File: config.mk
export PLATFORM = sky130hd
export DESIGN_NAME = chan_write_buffer
export DESIGN_NICKNAME = d
export VERILOG_FILES = /design/src/rtl/cwb_pkg.sv /design/src/rtl/cwb_lane.sv /design/src/rtl/cwb_ctrl.sv /design/src/rtl/chan_write_buffer.sv
export SDC_FILE = /design/constraint.sdc
export NUM_CORES = 1
export LEC_CHECK = 0
export BUFFER_PORTS_ARGS = -buffer_cell sky130_fd_sc_hd__buf_2
export CORE_AREA = 3 3 124 126
export CTS_CLUSTER_DIAMETER = 50
export DETAILED_ROUTE_END_ITERATION = 12
export DIE_AREA = 0 0 127 129
export HOLD_SLACK_MARGIN = 0.12
export PLACE_DENSITY = 0.7
export SLEW_MARGIN = 20
export SYNTH_ARGS = -nofsm -noshare
export SYNTH_HDL_FRONTEND = slang
export SYNTH_SLANG_ARGS = --single-unit
File: constraint.sdc
create_clock -name clk -period 4 [get_ports clk]
set_clock_uncertainty 0.05 [all_clocks]
set_input_delay 0.6 -clock clk [delete_from_list [all_inputs] [get_ports clk]]
set_output_delay 0.6 -clock clk [all_outputs]
set_load 0.005 [all_outputs]
File: src/rtl/cwb_pkg.sv
// Shared types for the channel write buffer.
// Assumes: nothing beyond IEEE 1800-2017.
package cwb_pkg;
    // Request controller state: idle, or holding a blocked request.
    typedef enum logic {
        CWB_IDLE = 1'b0,
        CWB_WAIT = 1'b1
    } cwb_state_e;
endpackage

File: src/rtl/cwb_lane.sv
// One output lane: a one-entry staging slot, a holding register and
// the pin register loaded by the sample pulse.
// Assumes: wr_en is only raised while stg_valid is low (caller's duty).
module cwb_lane #(
    parameter int W = 8
) (
    input  logic         clk,
    input  logic         rst_n,
    input  logic         wr_en,
    input  logic [W-1:0] wr_word,
    input  logic         pulse,
    output logic         stg_valid,
    output logic [W-1:0] pin_word
);
    logic [W-1:0] stg_word;
    logic [W-1:0] held_word;
    logic         held_new;
    logic         move;

    // Staged word advances when the holding register is free or being emptied.
    assign move = stg_valid && (!held_new || pulse);

    // Staging slot: filled by a write, emptied by a move.
    always_ff @(posedge clk) begin
        if (!rst_n) begin
            stg_valid <= 1'b0;
            stg_word  <= '0;
        end else if (wr_en) begin
            stg_valid <= 1'b1;
            stg_word  <= wr_word;
        end else if (move) begin
            stg_valid <= 1'b0;
        end
    end

    // Holding register: takes moved words; "new" until a pulse drives it.
    always_ff @(posedge clk) begin
        if (!rst_n) begin
            held_word <= '0;
            held_new  <= 1'b0;
        end else if (move) begin
            held_word <= stg_word;
            held_new  <= 1'b1;
        end else if (pulse) begin
            held_new  <= 1'b0;
        end
    end

    // Pin register: every pulse drives the held word (re-drive when not new).
    always_ff @(posedge clk) begin
        if (!rst_n) begin
            pin_word <= '0;
        end else if (pulse) begin
            pin_word <= held_word;
        end
    end
endmodule

File: src/rtl/cwb_ctrl.sv
// Request controller: handshake gating, all-or-nothing write decision,
// tick-limited wait, timed-out flag, ready and completion flags.
// Assumes: all_free/any_busy come from the lanes' staging slots.
module cwb_ctrl
    import cwb_pkg::*;
#(
    parameter int DW = 32,
    parameter int TW = 16
) (
    input  logic                 clk,
    input  logic                 rst_n,
    input  logic                 req_valid,
    input  logic [DW-1:0]        req_data,
    input  logic signed [TW-1:0] req_ticks,
    input  logic                 all_free,
    input  logic                 any_busy,
    output logic                 req_take,
    output logic                 wr_fire,
    output logic [DW-1:0]        wr_bus,
    output logic                 ready_q,
    output logic                 tmo_q,
    output logic                 done_q
);
    cwb_state_e    state;
    logic          ready_d1;
    logic [DW-1:0] held_data;
    logic [TW-1:0] ticks_left;
    logic          no_limit;
    logic          pending;

    // A request counts only if ready was high in the previous cycle.
    assign req_take = req_valid && ready_d1 && (state == CWB_IDLE);
    // Write all lanes when every slot is free, from a new or a waiting request.
    assign wr_fire  = all_free && (req_take || (state == CWB_WAIT));
    assign wr_bus   = (state == CWB_WAIT) ? held_data : req_data;

    // Wait state machine, tick counter and timed-out flag.
    always_ff @(posedge clk) begin
        if (!rst_n) begin
            state      <= CWB_IDLE;
            held_data  <= '0;
            ticks_left <= '0;
            no_limit   <= 1'b0;
            tmo_q      <= 1'b0;
        end else begin
            tmo_q <= 1'b0;
            if (state == CWB_IDLE) begin
                if (req_take && !all_free) begin
                    if (req_ticks == '0) begin
                        tmo_q <= 1'b1;
                    end else begin
                        state      <= CWB_WAIT;
                        held_data  <= req_data;
                        ticks_left <= $unsigned(req_ticks);
                        no_limit   <= (req_ticks < 0);
                    end
                end
            end else begin
                if (all_free) begin
                    state <= CWB_IDLE;
                end else if (!no_limit) begin
                    if (ticks_left == TW'(1)) begin
                        tmo_q <= 1'b1;
                        state <= CWB_IDLE;
                    end else begin
                        ticks_left <= ticks_left - TW'(1);
                    end
                end
            end
        end
    end

    // Registered ready and its one-cycle delayed copy used for gating.
    always_ff @(posedge clk) begin
        if (!rst_n) begin
            ready_q  <= 1'b1;
            ready_d1 <= 1'b1;
        end else begin
            ready_q  <= !(any_busy || (state == CWB_WAIT));
            ready_d1 <= ready_q;
        end
    end

    // Completion flag for the last accepted write.
    always_ff @(posedge clk) begin
        if (!rst_n) begin
            pending <= 1'b0;
            done_q  <= 1'b0;
        end else if (wr_fire) begin
            pending <= 1'b1;
            done_q  <= 1'b0;
        end else if (pending && all_free) begin
            pending <= 1'b0;
            done_q  <= 1'b1;
        end
    end
endmodule

File: src/rtl/chan_write_buffer.sv
// Top: N lanes of staged output with one shared request controller.
// Assumes: lane 0 occupies the low W bits of wr_data and chan_out.
module chan_write_buffer #(
    parameter int N  = 4,
    parameter int W  = 8,
    parameter int TW = 16
) (
    input  logic                 clk,
    input  logic                 rst_n,
    input  logic                 wr_valid,
    output logic                 wr_ready,
    input  logic [N*W-1:0]       wr_data,
    input  logic signed [TW-1:0] wait_ticks,
    output logic                 timed_out,
    input  logic                 sample_pulse,
    output logic [N*W-1:0]       chan_out,
    output logic                 write_done
);
    localparam int DW = N * W;

    logic [N-1:0]  slot_busy;
    logic          all_free;
    logic          any_busy;
    logic          req_take;
    logic          wr_fire;
    logic [DW-1:0] wr_bus;

    assign all_free = ~|slot_busy;
    assign any_busy = |slot_busy;

    cwb_ctrl #(.DW(DW), .TW(TW)) u_ctrl (
        .clk       (clk),
        .rst_n     (rst_n),
        .req_valid (wr_valid),
        .req_data  (wr_data),
        .req_ticks (wait_ticks),
        .all_free  (all_free),
        .any_busy  (any_busy),
        .req_take  (req_take),
        .wr_fire   (wr_fire),
        .wr_bus    (wr_bus),
        .ready_q   (wr_ready),
        .tmo_q     (timed_out),
        .done_q    (write_done)
    );

    for (genvar k = 0; k < N; k++) begin : g_lane
        cwb_lane #(.W(W)) u_lane (
            .clk       (clk),
            .rst_n     (rst_n),
            .wr_en     (wr_fire),
            .wr_word   (wr_bus[k*W +: W]),
            .pulse     (sample_pulse),
            .stg_valid (slot_busy[k]),
            .pin_word  (chan_out[k*W +: W])
        );
    end
endmodule

==> summary.txt, run 1 <==
Req. time, crit path: 4.28 ns
XOR/XNOR share of the synthesized area: 0.2717%
first-pass GRT wire length: 22,200 um
Critical Path End Type: flip-flop
Die ar.: 16,380 um2
# port buffers: 86
largest family of logic cells by synthesized area: multiplexers
leakage power: 3.410 nW
vias in the first global route: 4,629
initial core utilization: 44.70%
number of synthesized flops with an enable pin: 0
Via Count: 4,849
share of flip-flops with an asynchronous set or reset: 0%
post-route ant nets: 0
Power Total: 5.227 mW
outcome: finished, final reports clean
CTS tree: done
CP max-delay cell: dfxtp_4
top cells by area, synth: dfxtp_1 (49%), mux2i_1 (21%), nor2_1 (9.0%)
CTS resizes: 0
final core occ: 51.91%
Die H: 129 um
post-CTS setup buffer count: 0
core area: 14,420 um2
total track usage: 16.83%
Max clock buf depth: 2
Crit path buffers/inverters: 2
worst path cell trace: inv_1 -> a21oi_4 -> buf_4 -> nor2_1 -> a211oi_1
I/O pin cnt: 87
proportion of layout cells with a drive suffix above 1: 17.74%
aggregate global routing overflow: 0
most frequent cell after synthesis: dfxtp_1
Post-Syn Area: 6447 um2
post-synthesis mux area share: 20.80%
top-area cell type share of the netlist area: 49.37%
Placed Area: 6909 um2
Final GP Congestion: 0.8391
simple-gate share of the synthesized area: 15.14%
min Tclk post-route: 2.779 ns
cell count after synthesis: 663
CTS root buf: clkbuf_16
antenna violations before repair: 0
fin. max-slew vios: 0
clk_lat worst skew: 0.43 ns
Post-layout nets: 775
HPWL Detailed: 8870 um
synth-to-layout area growth: 16.13%
CTS Sinks: 159
# rows: 44
sum of negative setup slack: 0 ns
Synth Area in Adders: 0.3881%
CTS Hold Bufs: 0
Seq cells post-synth: 159
htree depth: 4
area leader, netlist: dfxtp_1
unique cell type count in the Yosys netlist: 44
Die X: 127 um
predominant post-synthesis flop cell: dfxtp_1
total CTS buffers: 17
DRC Markers: 0
dpl cells: 886
sequential area share after synthesis: 49.37%
Crit path max-delay family: buffers and inverters
Vias/cell: 5.288
Worst Setup Start Kind: flip-flop
Slew @ Worst Pin: 0.9523 ns
syn_area_per_cell: 9.725 um2
drt pass-1 iters: 5
CTS clock-pin slew for the worst setup and hold paths: 0.06 ns
most frequent cells after synthesis: dfxtp_1 (159), nor2_1 (155), mux2i_1 (134)
setup violators final: 0
number of diodes: 0
drt wl/cell: 14.81 um
max_cap viols: 0
post-route cell area: 7487 um2
PwrDens: 698.1 nW/um2
unrepaired setup endpoints after global routing: no
Hold Vio Cnt, Final: 0
Starting DRT DRC Count: 394
Compound-Gate Fraction of Synth Area: 9.703%
Finished Layout Cells: 917
worst-path maximum fanout: 70
Worst Hold Class: input pin to flip-flop
CP Class: flip-flop to flip-flop
Max stage delay on crit path: 0.96 ns
Peak Freq: 0.3599 GHz
Layout fillers: 1,326
syn nets: 717
largest net degree at the start of global routing: 86
Yosys warning total: 0
slew margin rel.: 36.52%
CP arrival: 3.06 ns
maximum vdd drop: 0.3354 mV
Routed Wire Length: 13,580 um
fin crit share: 69.47%
==> final cells by class <==
cell class / instances / area, um2 / share of cell area (%)
repair buffers: 90 / 473.0 / 6.317
clock inverters: 11 / 141.4 / 1.888
inverters: 7 / 28.78 / 0.3844
well taps: 184 / 230.2 / 3.075
flip-flops and latches: 159 / 3187 / 42.56
multi-input cells: 446 / 2990 / 39.94
clock buffers: 20 / 436.7 / 5.832
==> stage by stage <==
| step | hold WS [ns] | worst slack [ns] |
|---|---|---|
| final | 0.3720 | 1.221 |
| after global routing | 0.3808 | 1.013 |
| after CTS | 0.3603 | 1.212 |
| after detailed placement | 0.3993 | 1.194 |
| after global placement | 0.3961 | 1.337 |
| after floorplan | 0.3856 | 2.109 |
==> cell families (layout without fill, tap and decap cells) <==
family / after synthesis / in the layout
AND/OR/NAND/NOR: 224 / 224
flip-flops: 159 / 159
buffers and inverters: 58 / 128
AO/OA/AOI/OAI: 84 / 84
XOR/XNOR: 2 / 2
adder cells (fa/ha/maj): 2 / 2
multiplexers: 134 / 134
==> worst paths after layout <==
| path | startpoint | end | slack, ns | depth (start not counted) |
|---|---|---|---|---|
| worst min-delay path | wr_data[7] | u_ctrl.held_data[7] | 0.37 | 3 |
| worst max-delay path | u_ctrl.state | g_lane[3].u_lane.stg_word[6] | 1.22 | 5 |
| worst max register to register | u_ctrl.state | g_lane[3].u_lane.stg_word[6] | 1.22 | 5 |
| worst min register to register | u_ctrl.ready_q | u_ctrl.ready_d1 | 0.40 | 1 |
==> sequential cells by signal, indices dropped and copies added (netlist names), 4 cells and up <==
name,cells
u_ctrl.held_data,32
g_lane.u_lane.held_word,32
g_lane.u_lane.stg_word,32
g_lane.u_lane.stg_valid,4
g_lane.u_lane.pin_word,32
g_lane.u_lane.held_new,4
u_ctrl.ticks_left,16
==> worst min-delay path, delay by kind of cell <==
family | cells | cell delay (ns)
buf+inv | 1 | 0.09
simple gates | 1 | 0.07
mux | 1 | 0.06
==> power by group <==
group / total (mW) / internal [mW] / switching (mW)
clock: 1.60 / 0.973 / 0.628
sequential: 2.16 / 1.90 / 0.265
combinational: 1.47 / 0.631 / 0.834
total: 5.23 / 3.50 / 1.73
==> placed cells by master, fill, tap and decap left out, types with 2 or more instances in the layout <==
cell	instances
o21ai_0	2
buf_2	86
clkinv_2	3
nor3_1	5
xor2_1	2
buf_4	3
a21boi_0	2
inv_4	2
nor2_1	155
mux2i_1	134
nand3_1	3
a211oi_2	3
a211o_1	2
bufinv_16	3
ha_1	2
a211oi_1	30
nand2_1	20
o32ai_1	11
dfxtp_1	158
nand2b_1	9
clkinvlp_4	4
clkbuf_1	3
a21oi_1	25
or3_1	3
inv_1	6
nand4_1	4
nor4_1	7
nor2b_1	5
and3_1	4
nor4_2	2
clkbuf_16	17
==> routing by layer <==
metal  routed length, um  part of all wire, %  vias up  track usage [%]
met4                 225                  1.7        0            6.562
met1                6208                   46     2291            20.87
met5                   0                    0        -                0
li1                    -                    -     2429                -
met2                6574                   48      109            28.05
met3                 568                  4.2       20            4.525
(Power assumes the default switching activity.)
==> run 2, diff against run 1 <==
- clock period: 4 -> 2.81 ns (I/O delays scaled with it)
==> summary.txt, run 2 (synthesis gave the netlist of run 1 again) <==
Peak Freq: 0.4305 GHz
Hold Vio Cnt, Final: 0
worst-path maximum fanout: 22
drt pass-1 iters: 4
Pint: 5.053 mW
Via Count: 4,779
Critical Path End Type: flip-flop
Final GP Congestion: 0.8375
Starting DRT DRC Count: 279
Max clock buf depth: 2
# port buffers: 86
number of diodes: 0
fin. max-slew vios: 0
CTS Sinks: 159
commonest non-fill, non-tap cell in the layout: dfxtp_1
CTS tree: done
CTS resizes: 0
Clk pwr share: 30.3%
setup violators final: 0
Logic pwr share: 29.2%
clk_lat worst skew: 0.42 ns
htree depth: 4
Sw Share: 32.35%
first-pass GRT wire length: 22,730 um
sw power: 2.416 mW
CTS clock-pin slew for the worst setup and hold paths: 0.06 ns
CTS root buf: clkbuf_16
antenna violations before repair: 0
sum of negative setup slack: 0 ns
synth-to-layout area growth: 17.25%
Worst Hold Class: input pin to flip-flop
proportion of layout cells with a drive suffix above 1: 18.40%
total track usage: 17.10%
unrepaired setup endpoints after global routing: no
initial core utilization: 44.70%
Placed Area: 6974 um2
maximum vdd drop: 0.4620 mV
Routed Wire Length: 13,580 um
r2r startpoint: u_ctrl.ticks_left[1]
min Tclk post-route: 2.323 ns
Die ar.: 16,380 um2
post-route cell area: 7560 um2
post-CTS setup buffer count: 0
total CTS buffers: 17
worst setup path endpoint: u_ctrl.ticks_left[11]
final core occ: 52.41%
HPWL Detailed: 9160 um
largest net degree at the start of global routing: 75
DRC Markers: 0
Die X: 127 um
Reg2Reg Setup Slack: 0.49 ns
sequential power share: 40.5%
slew margin rel.: 58.17%
leakage power: 3.458 nW
Vias/cell: 5.178
max_cap viols: 0
Worst Setup Start Kind: flip-flop
Die H: 129 um
fin crit share: 82.66%
aggregate global routing overflow: 0
core area: 14,420 um2
I/O pin cnt: 87
vias in the first global route: 4,737
Req. time, crit path: 3.08 ns
Slew @ Worst Pin: 0.6275 ns
worst-case reg-to-reg path depth: 9
drt wl/cell: 14.71 um
post-route ant nets: 0
Post-layout nets: 782
most frequent cells in the layout: dfxtp_1 (158), nor2_1 (155), mux2i_1 (134)
CP arrival: 2.59 ns
RR Endpoint: u_ctrl.ticks_left[11]
CP Class: flip-flop to flip-flop
outcome: finished, final reports clean
Critical Path Source: u_ctrl.ticks_left[1]
CTS Hold Bufs: 0
# rows: 44
PwrDens: 988.1 nW/um2
[run 2: cell count changes in the layout (fill, tap and decap cells not counted)]
cell and change:
buf_12 +1, clkbuf_8 +5, clkinvlp_4 -2, bufinv_16 -1, clkinv_2 -2, buf_4 +6
inv_4 -1
[run 2: worst max-delay path, stage by stage (launching register included)]
cell and delay (ns):
dfxtp_1 0.33, inv_1 0.11, ha_1 0.15, nor4b_1 0.29, nand4_1 0.29, a32oi_4 0.26
buf_4 0.28, buf_4 0.24, a21oi_1 0.06, o32ai_1 0.15
[run 2: how the worst min path moves through the flow]
stage                        start              endpoint  slack (ns)  cells after the start
detailed placement  u_ctrl.ready_q       u_ctrl.ready_d1        0.38                      1
floorplan           u_ctrl.ready_q       u_ctrl.ready_d1        0.39                      1
global placement    u_ctrl.ready_q       u_ctrl.ready_d1        0.37                      1
CTS                     wr_data[2]   u_ctrl.held_data[2]        0.19                      3
finish                 wr_data[18]  u_ctrl.held_data[18]        0.20                      3
global route           wr_data[12]  u_ctrl.held_data[12]        0.20                      3
[run 2: area by class of cell]
cell class	count	area [um2]
clock inverter	5	80.08
sequential	159	3187
multi-input combinational	446	2990
tap	184	230.2
fill	1311	6864
inverter	7	28.78
timing repair buffer	97	538.0
clock buffer	25	505.5
[run 2: stage by stage]
step	hold slack (ns)	power, mW	setup WS, ns	instances
floorplan	0.3856	4.832	0.9937	663
global placement	0.3729	5.178	0.4384	893
detailed placement	0.3755	5.258	0.4045	893
CTS	0.1873	7.536	0.4867	923
global route	0.2029	7.944	0.2344	923
finish	0.2015	7.470	0.4871	923
[run 2: routing by layer]
layer	GRT usage, %	share of wire, %	up-vias
met4	7.319	1.9	0
li1	-	-	2433
met3	5.023	5.1	20
met1	21.57	47	2219
met5	0	0	-
met2	27.43	46	107
[run 2: power groups by stage]
stage	sequential, mW	clock [mW]	combinational (mW)
after detailed placement	3.07	0	2.19
after floorplan	2.94	0	1.89
after global placement	3.05	0	2.13
after CTS	3.03	2.31	2.20
final	3.02	2.26	2.18
after global routing	3.08	2.39	2.47
==> run 3, diff against run 2 <==
- ABC_AREA: unset -> 1
- clock period: 2.81 -> 2.4 ns (I/O delays scaled with it)
==> summary.txt, run 3 <==
CTS clock-pin slew for the worst setup and hold paths: 0.06 ns
top cells by area, synth: dfxtp_1 (49%), nor2_1 (11%), nand2_1 (11%)
Max clock buf depth: 2
Post-layout nets: 1,021
CTS tree: done
Reg2Reg Setup Slack: 0.60 ns
Critical Path Source: u_ctrl.state
most frequent cells in the layout: nor2_1 (198), nand2_1 (182), dfxtp_1 (159)
Routed Wire Length: 15,600 um
antenna violations before repair: 2
Yosys warning total: 0
proportion of layout cells with a drive suffix above 1: 15.51%
Post-Syn Area: 6474 um2
Hold Path Sink: g_lane[0].u_lane.stg_word[1]
PwrDens: 1327 nW/um2
# rows: 44
fin. max-slew vios: 0
Starting DRT DRC Count: 407
worst-case reg-to-reg path depth: 8
Die H: 129 um
total track usage: 19.47%
# port buffers: 86
sequential area share after synthesis: 49.17%
met2 wire length: 7025 um
Sw Share: 38.68%
hold slack: 0.1577 ns
Req. time, crit path: 2.67 ns
Seq cells post-synth: 159
area leader, netlist: dfxtp_1
initial core utilization: 44.88%
leakage power: 3.353 nW
CTS root buf: clkbuf_16
CP arrival: 2.07 ns
top layer in use: met5
share of flip-flops with an asynchronous set or reset: 0%
min Tclk post-route: 1.804 ns
dpl cells: 1,132
unrepaired setup endpoints after global routing: no
first-pass GRT wire length: 25,970 um
synth-to-layout area growth: 18.07%
HPWL Detailed: 10,430 um
total CTS buffers: 17
met3 wire length: 1001 um
CTS resizes: 0
I/O pin cnt: 87
Crit path buffers/inverters: 3
post-route ant nets: 0
clk_lat worst skew: 0.42 ns
number of diodes: 0
most frequent cell after synthesis: nor2_1
Logic pwr share: 34.8%
Max stage delay on crit path: 0.33 ns
post-CTS setup buffer count: 0
Critical Path End Type: flip-flop
drt pass-1 iters: 5
Levels on crit path: 8
outcome: finished, final reports clean
Slew @ Worst Pin: 0.5658 ns
Hold Vio Cnt, Final: 0
CP Class: flip-flop to flip-flop
slew margin rel.: 62.14%
maximum vdd drop: 0.8348 mV
setup violators final: 0
drt wl/cell: 13.40 um
DRC Markers: 0
Hold Crit Depth: 3
aggregate global routing overflow: 0
number of synthesized flops with an enable pin: 0
CTS Sinks: 159
fin crit share: 75.15%
CTS Hold Bufs: 0
Worst Hold Class: input pin to flip-flop
top-area cell type share of the netlist area: 49.17%
Via Count: 5,995
htree depth: 4
largest net degree at the start of global routing: 70
worst-path maximum fanout: 33
Die ar.: 16,380 um2
predominant post-synthesis flop cell: dfxtp_1
CP max-delay cell: dfxtp_1
vias in the first global route: 5,360
core area: 14,420 um2
max_cap viols: 0
commonest non-fill, non-tap cell in the layout: nor2_1
cell count after synthesis: 902
Finished Layout Cells: 1,164
syn nets: 956
Crit path max-delay family: simple AND/OR/NAND/NOR gates
Final GP Congestion: 0.8754
sequential power share: 38.5%
Worst Hold Launch: wr_data[1]
Die X: 127 um
unique cell type count in the Yosys netlist: 29
Vias/cell: 5.150
Pint: 6.221 mW
Worst Setup Start Kind: flip-flop
sw power: 3.924 mW
most frequent cells after synthesis: nor2_1 (198), nand2_1 (182), dfxtp_1 (159)
syn_area_per_cell: 7.177 um2
r2r startpoint: u_ctrl.state
worst path cell trace: inv_2 -> nand3_1 -> inv_2 -> nand2_4 -> nand2_4 -> clkinv_2 -> nor2_1 -> nor2_1
RR Endpoint: u_ctrl.ticks_left[1]
Peak Freq: 0.5544 GHz
sum of negative setup slack: 0 ns
Clk pwr share: 26.7%
met1 WL: 7278 um
## run 3: changes by cell type after synthesis, sizes merged, moves of 6 or more
cell	change
nand2b	-9
o21ai	+102
inv	+26
a31oi	+31
o32ai	-11
nor4	-9
nor3	-6
nor2	+49
mux2i	-134
nand2	+168
a21oi	+24
a211oi	-33
nand3	+61
## run 3: routing by layer
metal | GRT usage [%] | vias to the layer above
li1 | - | 3082
met1 | 26.35 | 2702
met2 | 30.35 | 179
met3 | 4.732 | 28
met4 | 7.192 | 4
met5 | 0 | -
## run 3: worst register-to-register path, cell delays in order, from the launching register on
cell and delay [ns]:
dfxtp_1 0.33, inv_2 0.25, nand3_1 0.14, inv_2 0.10, nand2_4 0.24, nand2_4 0.19, clkinv_2 0.20, nor2_1 0.14
nor2_1 0.05
## run 3: layout make-up
| class | instances | area, um2 |
|---|---|---|
| multi-input cells | 653 | 2924 |
| repair buffers | 101 | 580.6 |
| clock buffers | 17 | 425.4 |
| inverters | 35 | 132.6 |
| well taps | 184 | 230.2 |
| flip-flops and latches | 159 | 3183 |
| fillers | 1455 | 6780 |
| clock inverters | 15 | 167.7 |
## run 3: how the worst max path moves through the flow
stage | to | slack (ns)
floorplan | u_ctrl.ticks_left[13] | 1.01
global placement | u_ctrl.ticks_left[12] | 0.51
detailed placement | u_ctrl.ticks_left[9] | 0.43
CTS | u_ctrl.ticks_left[4] | 0.58
global route | u_ctrl.ticks_left[8] | 0.40
finish | u_ctrl.ticks_left[1] | 0.60
## run 3: power by group through the flow
stage | registers (mW) | clock network (mW) | logic [mW]
6_report | 3.90 | 2.71 | 3.53
5_1_grt | 4.00 | 2.86 | 4.08
4_1_cts | 3.90 | 2.75 | 3.54
3_5_place_dp | 3.95 | 0 | 3.51
3_3_place_gp | 3.92 | 0 | 3.45
2_1_floorplan | 3.82 | 0 | 2.73
## run 3: kinds of logic after synthesis
| group | synth area share [%] |
|---|---|
| xor gates and xnor gates | 0.2706 |
| and+or+nand+nor | 29.11 |
| buffers and inverters | 5.779 |
| AOI/OAI and AO/OA | 15.29 |
| DFF | 49.17 |
| adders and majority gates | 0.3865 |
## run 3: metrics by stage
| step | worst slack [ns] | area (um2) | power (mW) | util (%) |
|---|---|---|---|---|
| finish | 0.5964 | 7644 | 10.15 | 52.99 |
| detailed placement | 0.4327 | 7051 | 7.457 | 48.88 |
| CTS | 0.5771 | 7644 | 10.18 | 52.99 |
| floorplan | 1.011 | 6474 | 6.549 | - |
| global route | 0.3951 | 7644 | 10.94 | 52.99 |
| global placement | 0.5052 | 7051 | 7.377 | 48.88 |
